### src/rtl/sym_conv2d.sv
module sym_conv2d #(
  parameter int V = 3,
  parameter int H = 3,
  parameter int IN_W = 8,
  parameter int OUT_W = 9,
  parameter int IMG_W = 12,
  parameter int IMG_H = 8,
  parameter int CI = 2,
  parameter int CF = 6,
  parameter bit SIGNED_COEF = 1'b1,
  parameter bit MIRROR_V = 1'b1,
  parameter bit MIRROR_H = 1'b1,
  parameter bit MIRROR_D = 1'b1,
  localparam int CW = CI + CF,
  localparam int NTAP = V * H,
  localparam int AW = $clog2(NTAP)
) (
  input  logic             clk,
  input  logic             rst_n,
  input  logic             in_valid,
  input  logic             in_sof,
  input  logic [IN_W-1:0]  in_pix,
  input  logic             coef_we,
  input  logic [AW-1:0]    coef_addr,
  input  logic [CW-1:0]    coef_data,
  input  logic [1:0]       rnd_mode,
  output logic             out_valid,
  output logic             out_sof,
  output logic             out_eol,
  output logic [OUT_W-1:0] out_pix
);
  localparam int RV = V / 2;
  localparam int RH = H / 2;
  localparam int NS = V + 1;
  localparam int SW = $clog2(NS);
  localparam int XW = $clog2(IMG_W);
  localparam int YW = $clog2(IMG_H + 1);
  localparam int NPIX = IMG_W * IMG_H;
  localparam int PW = $clog2(NPIX + 1);
  localparam int DLY = RV * IMG_W + RH;
  localparam int CTR = RV * H + RH;
  localparam int ACC_W = IN_W + CW + $clog2(NTAP) + 3;
  localparam bit HAS_F = (CF > 0);
  localparam logic [ACC_W-1:0] MASK = (ACC_W'(1) << CF) - ACC_W'(1);
  localparam logic [ACC_W-1:0] HALF = (ACC_W'(1) << CF) >> 1;
  localparam logic signed [ACC_W-1:0] MAXO = (ACC_W'(1) << OUT_W) - ACC_W'(1);

  logic [IN_W-1:0] lbuf [NS][IMG_W];
  logic [CW-1:0]   kpend [NTAP];
  logic [CW-1:0]   kact  [NTAP];
  logic [PW-1:0]   icnt, ocnt;
  logic [XW-1:0]   ix, ox;
  logic [YW-1:0]   iy, oy;
  logic [SW-1:0]   wslot;

  logic signed [ACC_W-1:0] acc, q, qr;
  logic [ACC_W-1:0]        frac;
  logic                    bump;
  logic [OUT_W-1:0]        res;

  wire take = in_valid && (in_sof || (icnt != '0 && icnt < PW'(NPIX)));
  wire emit = (ocnt < PW'(NPIX)) &&
              ((int'(icnt) > int'(ocnt) + DLY) || (icnt == PW'(NPIX)));

  wire [XW-1:0]   wx  = in_sof ? '0 : ix;
  wire [YW-1:0]   wy  = in_sof ? '0 : iy;
  wire [SW-1:0]   wsl = in_sof ? '0 : wslot;

  always_ff @(posedge clk) begin
    if (take) lbuf[wsl][wx] <= in_pix;
  end

  always_ff @(posedge clk) begin
    if (!rst_n) begin
      icnt <= '0; ix <= '0; iy <= '0; wslot <= '0;
    end else if (take) begin
      icnt <= in_sof ? PW'(1) : icnt + PW'(1);
      if (wx == XW'(IMG_W - 1)) begin
        ix    <= '0;
        iy    <= wy + YW'(1);
        wslot <= (wsl == SW'(NS - 1)) ? '0 : wsl + SW'(1);
      end else begin
        ix    <= wx + XW'(1);
        iy    <= wy;
        wslot <= wsl;
      end
    end
  end

  always_ff @(posedge clk) begin
    if (!rst_n) begin
      for (int i = 0; i < NTAP; i++) begin
        kpend[i] <= (i == CTR) ? CW'(1) << CF : '0;
        kact[i]  <= (i == CTR) ? CW'(1) << CF : '0;
      end
    end else begin
      if (coef_we && int'(coef_addr) < NTAP) kpend[coef_addr] <= coef_data;
      if (take && in_sof) kact <= kpend;
    end
  end

  always_comb begin
    int yy, xx, sl, rr, cc, t;
    logic signed [IN_W:0]    pv;
    logic signed [CW:0]      cv;
    logic [CW-1:0]           kv;
    logic signed [ACC_W-1:0] prod;
    acc = '0;
    for (int r = 0; r < V; r++) begin
      for (int c = 0; c < H; c++) begin
        yy = int'(oy) + r - RV;
        if (yy < 0) yy = 0;
        if (yy > IMG_H - 1) yy = IMG_H - 1;
        xx = int'(ox) + c - RH;
        if (xx < 0) xx = 0;
        if (xx > IMG_W - 1) xx = IMG_W - 1;
        sl = int'(wslot) - (int'(iy) - yy);
        if (sl < 0) sl = sl + NS;
        rr = r;
        cc = c;
        if (MIRROR_V && rr > V - 1 - rr) rr = V - 1 - rr;
        if (MIRROR_H && cc > H - 1 - cc) cc = H - 1 - cc;
        if (MIRROR_D && rr > cc) begin
          t = rr; rr = cc; cc = t;
        end
        t = rr * H + cc;
        kv = kact[t[AW-1:0]];
        pv = {1'b0, lbuf[sl[SW-1:0]][xx[XW-1:0]]};
        cv = SIGNED_COEF ? {kv[CW-1], kv} : {1'b0, kv};
        prod = ACC_W'(pv) * ACC_W'(cv);
        acc = acc + prod;
      end
    end
  end

  assign q    = acc >>> CF;
  assign frac = acc & MASK;

  always_comb begin
    case (rnd_mode)
      2'd1:    bump = HAS_F && (frac >= HALF);
      2'd2:    bump = HAS_F && ((frac > HALF) || (frac == HALF && q[0]));
      default: bump = 1'b0;
    endcase
  end

  assign qr  = bump ? q + ACC_W'(1) : q;
  assign res = qr[ACC_W-1] ? '0 : (qr > MAXO) ? '1 : qr[OUT_W-1:0];

  always_ff @(posedge clk) begin
    if (!rst_n) begin
      ocnt <= '0; ox <= '0; oy <= '0;
    end else if (take && in_sof) begin
      ocnt <= '0; ox <= '0; oy <= '0;
    end else if (emit) begin
      ocnt <= ocnt + PW'(1);
      if (ox == XW'(IMG_W - 1)) begin
        ox <= '0;
        oy <= oy + YW'(1);
      end else begin
        ox <= ox + XW'(1);
      end
    end
  end

  always_ff @(posedge clk) begin
    if (!rst_n) begin
      out_valid <= 1'b0; out_sof <= 1'b0; out_eol <= 1'b0; out_pix <= '0;
    end else begin
      out_valid <= emit;
      out_sof   <= emit && (ocnt == '0);
      out_eol   <= emit && (ox == XW'(IMG_W - 1));
      if (emit) out_pix <= res;
    end
  end
endmodule


### config.mk
export PLATFORM = sky130hd
export DESIGN_NAME = sym_conv2d
export DESIGN_NICKNAME = d
export VERILOG_FILES = /design/src/rtl/sym_conv2d.sv
export SDC_FILE = /design/constraint.sdc
export NUM_CORES = 2
export LEC_CHECK = 0
export ABC_AREA = 1
export CORE_MARGIN = 5
export CORE_UTILIZATION = 39
export DETAILED_ROUTE_END_ITERATION = 12
export DONT_BUFFER_PORTS = 1
export HOLD_SLACK_MARGIN = 0.1
export PLACE_DENSITY = 0.49
export SYNTH_ARGS = -nofsm -noshare
export SYNTH_HDL_FRONTEND = slang
export SYNTH_SLANG_ARGS = --single-unit
### constraint.sdc
create_clock -name clk -period 13.56 [get_ports clk]
set_input_delay 2.712 -clock clk [delete_from_list [all_inputs] [get_ports clk]]
set_output_delay 2.712 -clock clk [all_outputs]
set_load 0.005 [all_outputs]
# After elaboration in Yosys (flattened, before gate mapping)
# Memories as Yosys holds them, arrays and structs flattened.
# Cells that the tools add are included.
dict set report totals {
  ff_bits 140
  mem_bits_rw 384
  out_inout_bits 12
  n_memories 1
}
# memory depth width read_ports rd_ports_with_merged_regs write_ports line
set mem_list {}
lappend mem_list {lbuf 4 96 3 0 1 48} ;# logic [IN_W-1:0] lbuf [NS][IMG_W];
dict set report op_classes {
  add_sub_neg 36
  n_mul 9
  magnitude_cmp 29
  eq_ne 7
  muxes 62
  bitwise_logic 6
  n_reduce_logical 17
}
# op count
set ops {}
lappend ops {{$bmux W8 S4} 9}
lappend ops {{$mux W32} 9}
lappend ops {{$mux W8} 20}
lappend ops {{$mul A9 B8 Y17} 9}
lappend ops {{$gt A32 B4 Y1 const B} 3}
lappend ops {{$gt A32 B5 Y1 const B} 3}
lappend ops {{$lt A32 B1 Y1 const B} 3}
lappend ops {{$mux W96} 1}
lappend ops {{$sub A3 B32 Y32} 3}
lappend ops {{$sub A5 B32 Y32} 3}
lappend ops {{$bwmux W72} 1}
lappend ops {{$demux W8 S4} 2}
lappend ops {{$add A23 B17 Y23} 2}
lappend ops {{$mux W4} 8}
lappend ops {{$ge A5 B5 Y1 const B} 5}
lappend ops {{$not A4 Y5} 5}
lappend ops {{$lt A6 B1 Y1 const B} 4}
lappend ops {{$sub A5 B1 Y6 const B} 4}
lappend ops {{$add A22 B17 Y23} 1}
lappend ops {{$gt A23 B10 Y1 const B} 1}
lappend ops {{$mux W23} 1}
lappend ops {{$add A21 B17 Y22} 1}
lappend ops {{$add A20 B17 Y21} 1}
lappend ops {{$add A19 B17 Y20} 1}
lappend ops {{other kinds (33)} 66}

# Depth between registers and ports, before layout
# An unclocked memory read counts as a cell.
dict set report depth {
  depth_word 30
  depth_mapped 69
  mapped_depth_nobuf 67
}

# Worst setup path before layout
# Ideal clock, no wire load.
dict set report synth_path {
  path_type {reg-to-reg}
  from {register oy[0]}
  to {register out_pix[1]}
  setup_ps 132
  arrival_ps 10836
  slack_ps 2591
  stages_incl_launch_ff 61
  cell_sequence {dfxtp_1 -> inv_1 -> ha_1 -> nand2_1 -> nand2_1 -> nand2_1 -> o21ai_1 -> o21a_1 -> ha_1 -> inv_1 -> ha_1 -> buf_2 -> buf_2 -> clkbuf_1 -> clkbuf_1 -> o21ai_0 -> mux2i_1 -> nand2_1 -> (+25 left out) -> nand2_1 -> inv_1 -> a21oi_1 -> nand2_1 -> nand2_1 -> nand2_1 -> nor2_1 -> inv_1 -> nor2_1 -> nand3_1 -> xor2_1 -> nand2_1 -> nor2_1 -> nand2_2 -> nand2_2 -> nand2_1 -> nand2_1 -> a21oi_1}
}
dict set report synth_via {
  elab_chain_cells 30
  word_cells_on_any_way 88
  cone_classes {23 x add/sub; 9 x mul; 12 x order compare; 1 x eq/ne; 40 x mux; 2 x reduce/logical; 1 x memory}
}
# element line
set synth_rtl {}
lappend synth_rtl {{from (decl)} 53} ;# logic [YW-1:0] iy, oy;
lappend synth_rtl {{from (signal assigned)} 159} ;# oy <= oy + YW'(1);
lappend synth_rtl {{$sub A4 B1 Y5} 111} ;# yy = int'(oy) + r - RV;
lappend synth_rtl {{$lt A5 B1 Y1} 112} ;# if (yy < 0) yy = 0;
lappend synth_rtl {{$mux W32} 112}
lappend synth_rtl {{$gt A32 B4 Y1} 113} ;# if (yy > IMG_H - 1) yy = IMG_H - 1;
lappend synth_rtl {{$mux W32} 113}
lappend synth_rtl {{$sub A5 B32 Y32} 117} ;# sl = int'(wslot) - (int'(iy) - yy);
lappend synth_rtl {{$sub A3 B32 Y32} 117}
lappend synth_rtl {{$lt A32 B1 Y1 or $add A2 B1 Y2 (tied branches)} 118} ;# if (sl < 0) sl = sl + NS;
lappend synth_rtl {{(+11 left out)} n/a}
lappend synth_rtl {{$add A22 B17 Y23} 131} ;# acc = acc + prod;
lappend synth_rtl {{$add A23 B17 Y23} 131}
lappend synth_rtl {{$add A23 B17 Y23 *} 131}
lappend synth_rtl {{parallel branches: the longest is 4 deep, another holds $add A17 B2 Y18} n/a}
lappend synth_rtl {{$mux W23 *} 147} ;# assign qr = bump ? q + ACC_W'(1) : q;
lappend synth_rtl {{$gt A23 B10 Y1} 148} ;# assign res = qr[ACC_W-1] ? '0 : (qr > MAXO) ? '1 : qr[OUT_W-1:0];
lappend synth_rtl {{$mux W9} 148}
lappend synth_rtl {{$mux W9 *} 148}
lappend synth_rtl {{to (signal assigned)} 173} ;# if (emit) out_pix <= res;
lappend synth_rtl {{to (decl)} 30} ;# output logic [OUT_W-1:0] out_pix
# Mark *: on every way between the ends. The select of a mux whose other input is x is not followed.
# A chain may end at the register's enable or synchronous reset.

# Worst setup path after layout
dict set report layout_path {
  from {register oy[0]}
  to {register out_pix[4]}
}
# The elaborated chain is that of the path after synthesis.

==> results.py <==
metrics = {
    "worst_setup_path": {
        "critPathTopFamily": "adder cells",
        "crit_type": "reg -> reg",
        "crit_path_top_delay_cell": "mux2i_1",
        "worst_setup_path_start_kind": "flip-flop",
        "critPathBufInv": 13,
        "crit_path_end_kind": "flip-flop",
        "r2r-start": "oy[0]",
        "crit_path_max_incr_delay_ps": 560,
        "crit_path_start": "oy[0]",
        "cp_max_fo": 16,
        "cp.required_ps": 14160,
        "crit_arrival_ps": 13290,
    },
    "floorplanning": {
        "die_width_um": 389,
        "row_count": 139,
        "core_area_mm2": 0.143,
        "die_area_mm2": 0.152,
        "die_y_um": 389,
        "start_util_pct": 39.2,
        "num_io_pins": 39,
    },
    "clock_tree": {
        "ctsResizeCount": 0,
        "post-cts-setup-buffer-count": 0,
        "clock_sinks": 474,
        "htreeDepth": 2,
        "clock-root-buffer": "clkbuf_16",
        "insertion_delay_ps": 680,
        "postCtsHoldBufs": 0,
        "cts_made_buffers": 57,
        "cts_buffer_depth": 3,
        "clk_pin_slew_worst_paths_ps": 60,
        "cts_tree": "built",
    },
    "logic_synthesis": {
        "synth_edf_count": 384,
        "ys_ff_latch": 474,
        "synthTopCellsByCount": "nand2_1, inv_1, o21ai_0",
        "ys_top_cells_by_area": "edfxtp_1, fa_1, nand2_1",
        "async_reset_ff_share_pct": 0,
        "syn_area_per_cell_um2": 7.40,
        "ys.warnings.count": 0,
        "syn_nets": 8513,
        "post_synth_num_cell_types": 57,
        "netlist.area_leader.share_pct": 20.5,
        "yosysTopAreaCell": "edfxtp_1",
        "synthCells": 7588,
        "synth.most_common_cell": "nand2_1",
        "synth_area_mm2": 0.0561,
        "ys_seq_area_share_pct": 23.8,
        "ys.flop_type": "edfxtp_1",
    },
    "worst_hold_path": {
        "hp-class": "reg -> reg",
        "min-delay-start": "kpend[65]",
    },
    "sta": {
        "fmax_ghz": 0.0788,
        "finClkSkew_ps": 40.3,
        "fin_ws_ps": 866,
        "setup_tns_ps": 0,
        "slew_viol_final": 0,
        "slew_headroom_pct": 4.93,
        "setup_violations": 0,
        "period_needed_ps": 12690,
        "grt_setup_unrepaired": "no",
        "tightest_slew_ps": 1420,
        "finalHoldViolCount": 0,
        "fin_crit_sh_pct": 93.6,
    },
    "grt": {
        "overflow": 0,
        "antenna_found_initial": 3,
        "grt_pass1_vias": 50700,
        "grt_usage_pct": 31.7,
        "grt_max_degree": 148,
        "grt_pass1_wl_mm": 354,
    },
    "drt": {
        "drt_iter0_drc": 6464,
        "ant_nets": 0,
        "firstDrtPassIters": 6,
        "drt_wl_total_mm": 246,
        "wl_per_cell_um": 26.2,
        "viasPerCell": 5.59,
        "drc": 0,
        "num_vias": 52400,
    },
    "outcome": {
        "status": "complete, no violations",
    },
    "place": {
        "gp_congestion": 1.01,
        "pre_cts_ws_ps": 878,
        "numPortBuffers": 0,
        "dpl-instance-area_mm2": 0.0588,
        "dp_hpwl_mm": 190,
    },
    "job": {
        "drv_cap": 0,
    },
    "layout": {
        "design_area_mm2": 0.0607,
        "drive_above_1_share_pct": 5.47,
        "syn_to_final_growth_pct": 8.18,
        "nFillCells": 14900,
        "finish.utilization_pct": 42.4,
        "final_nets": 8358,
    },
}
==> area by class of cell <==
cell class	instances	area [um^2]	share of cell area, %
inverters	1208	4540	7.48
multi-input cells	5482	36500	60.1
well taps	1903	2380	3.92
repair buffers	210	2040	3.36
clock inverters	29	335	0.552
diodes	1	2.50	0.00412
flip-flops and latches	474	13300	22.0
clock buffers	76	1590	2.62
==> cells by family after synthesis <==
logic type | after synthesis | share of synthesized area, %
buf+inv | 1632 | 11.4
compound gates | 1511 | 14.9
mux | 21 | 0.375
flops | 474 | 23.8
fa+ha+maj | 898 | 27.6
simple gates | 3023 | 21.5
xor+xnor | 29 | 0.479
==> tightest hold or removal path, cell delays in order (launching register included) <==
cell	delay, ps
dfxtp_1	310
nand2_1	60
a21oi_1	50
==> flip-flops by register name (all words and copies together), names as in the netlist <==
register   count
lbuf         384
kact          24
kpend         24
out_pix        9
icnt           7
ocnt           7
ix             4
ox             4
oy             4
iy             2
wslot          2
out_eol        1
out_sof        1
out_valid      1
==> through the flow <==
stage | hold WS, ps | cells
finish | 460 | 9383
global route | 483 | 9382
CTS | 465 | 9382
detailed placement | 456 | 9277
global placement | 447 | 9277
floorplan | 438 | 7588
==> placed cells by master (no fill, tap or decap), types with 7 or more instances in the layout <==
cell type  count
clkinv_1      13
a311oi_1      23
dfxtp_1       88
nand3_2       17
inv_1       1177
xnor2_1       13
fa_1         564
o221ai_1       8
nand2_1     1966
o221ai_2       8
clkinv_2       8
o21ai_2        9
a21oi_1      222
o21ai_0      914
clkbuf_16     58
nand4_1       52
buf_12        37
clkbuf_1      11
edfxtp_1     384
clkbuf_8       7
mux2i_1       21
nand2_2       15
nor3_1        17
xor2_1        14
o21ai_1       74
ha_1         331
a31oi_1       28
nand3_1      266
o211ai_1     130
buf_4        173
nor2_1       655
inv_2         19
o22ai_1       71
==> routing by layer <==
metal | wire length [um] | global-route usage [%]
met1 | 100000 | 42.5
met2 | 110000 | 50.8
met3 | 19600 | 4.03
met4 | 15500 | 15.7
met5 | 0 | 0
==> worst paths after layout <==
path	to	slack (ps)	depth (start not counted)
worst max-delay path	out_pix[4]	870	57
worst min-delay path	kpend[65]	460	2
worst max register to register	out_pix[4]	870	57
worst min register to register	kpend[65]	460	2
Power is left out: the tool's default activity adds up to more than one toggle a clock period on the data nets, which glitch-free logic cannot reach.
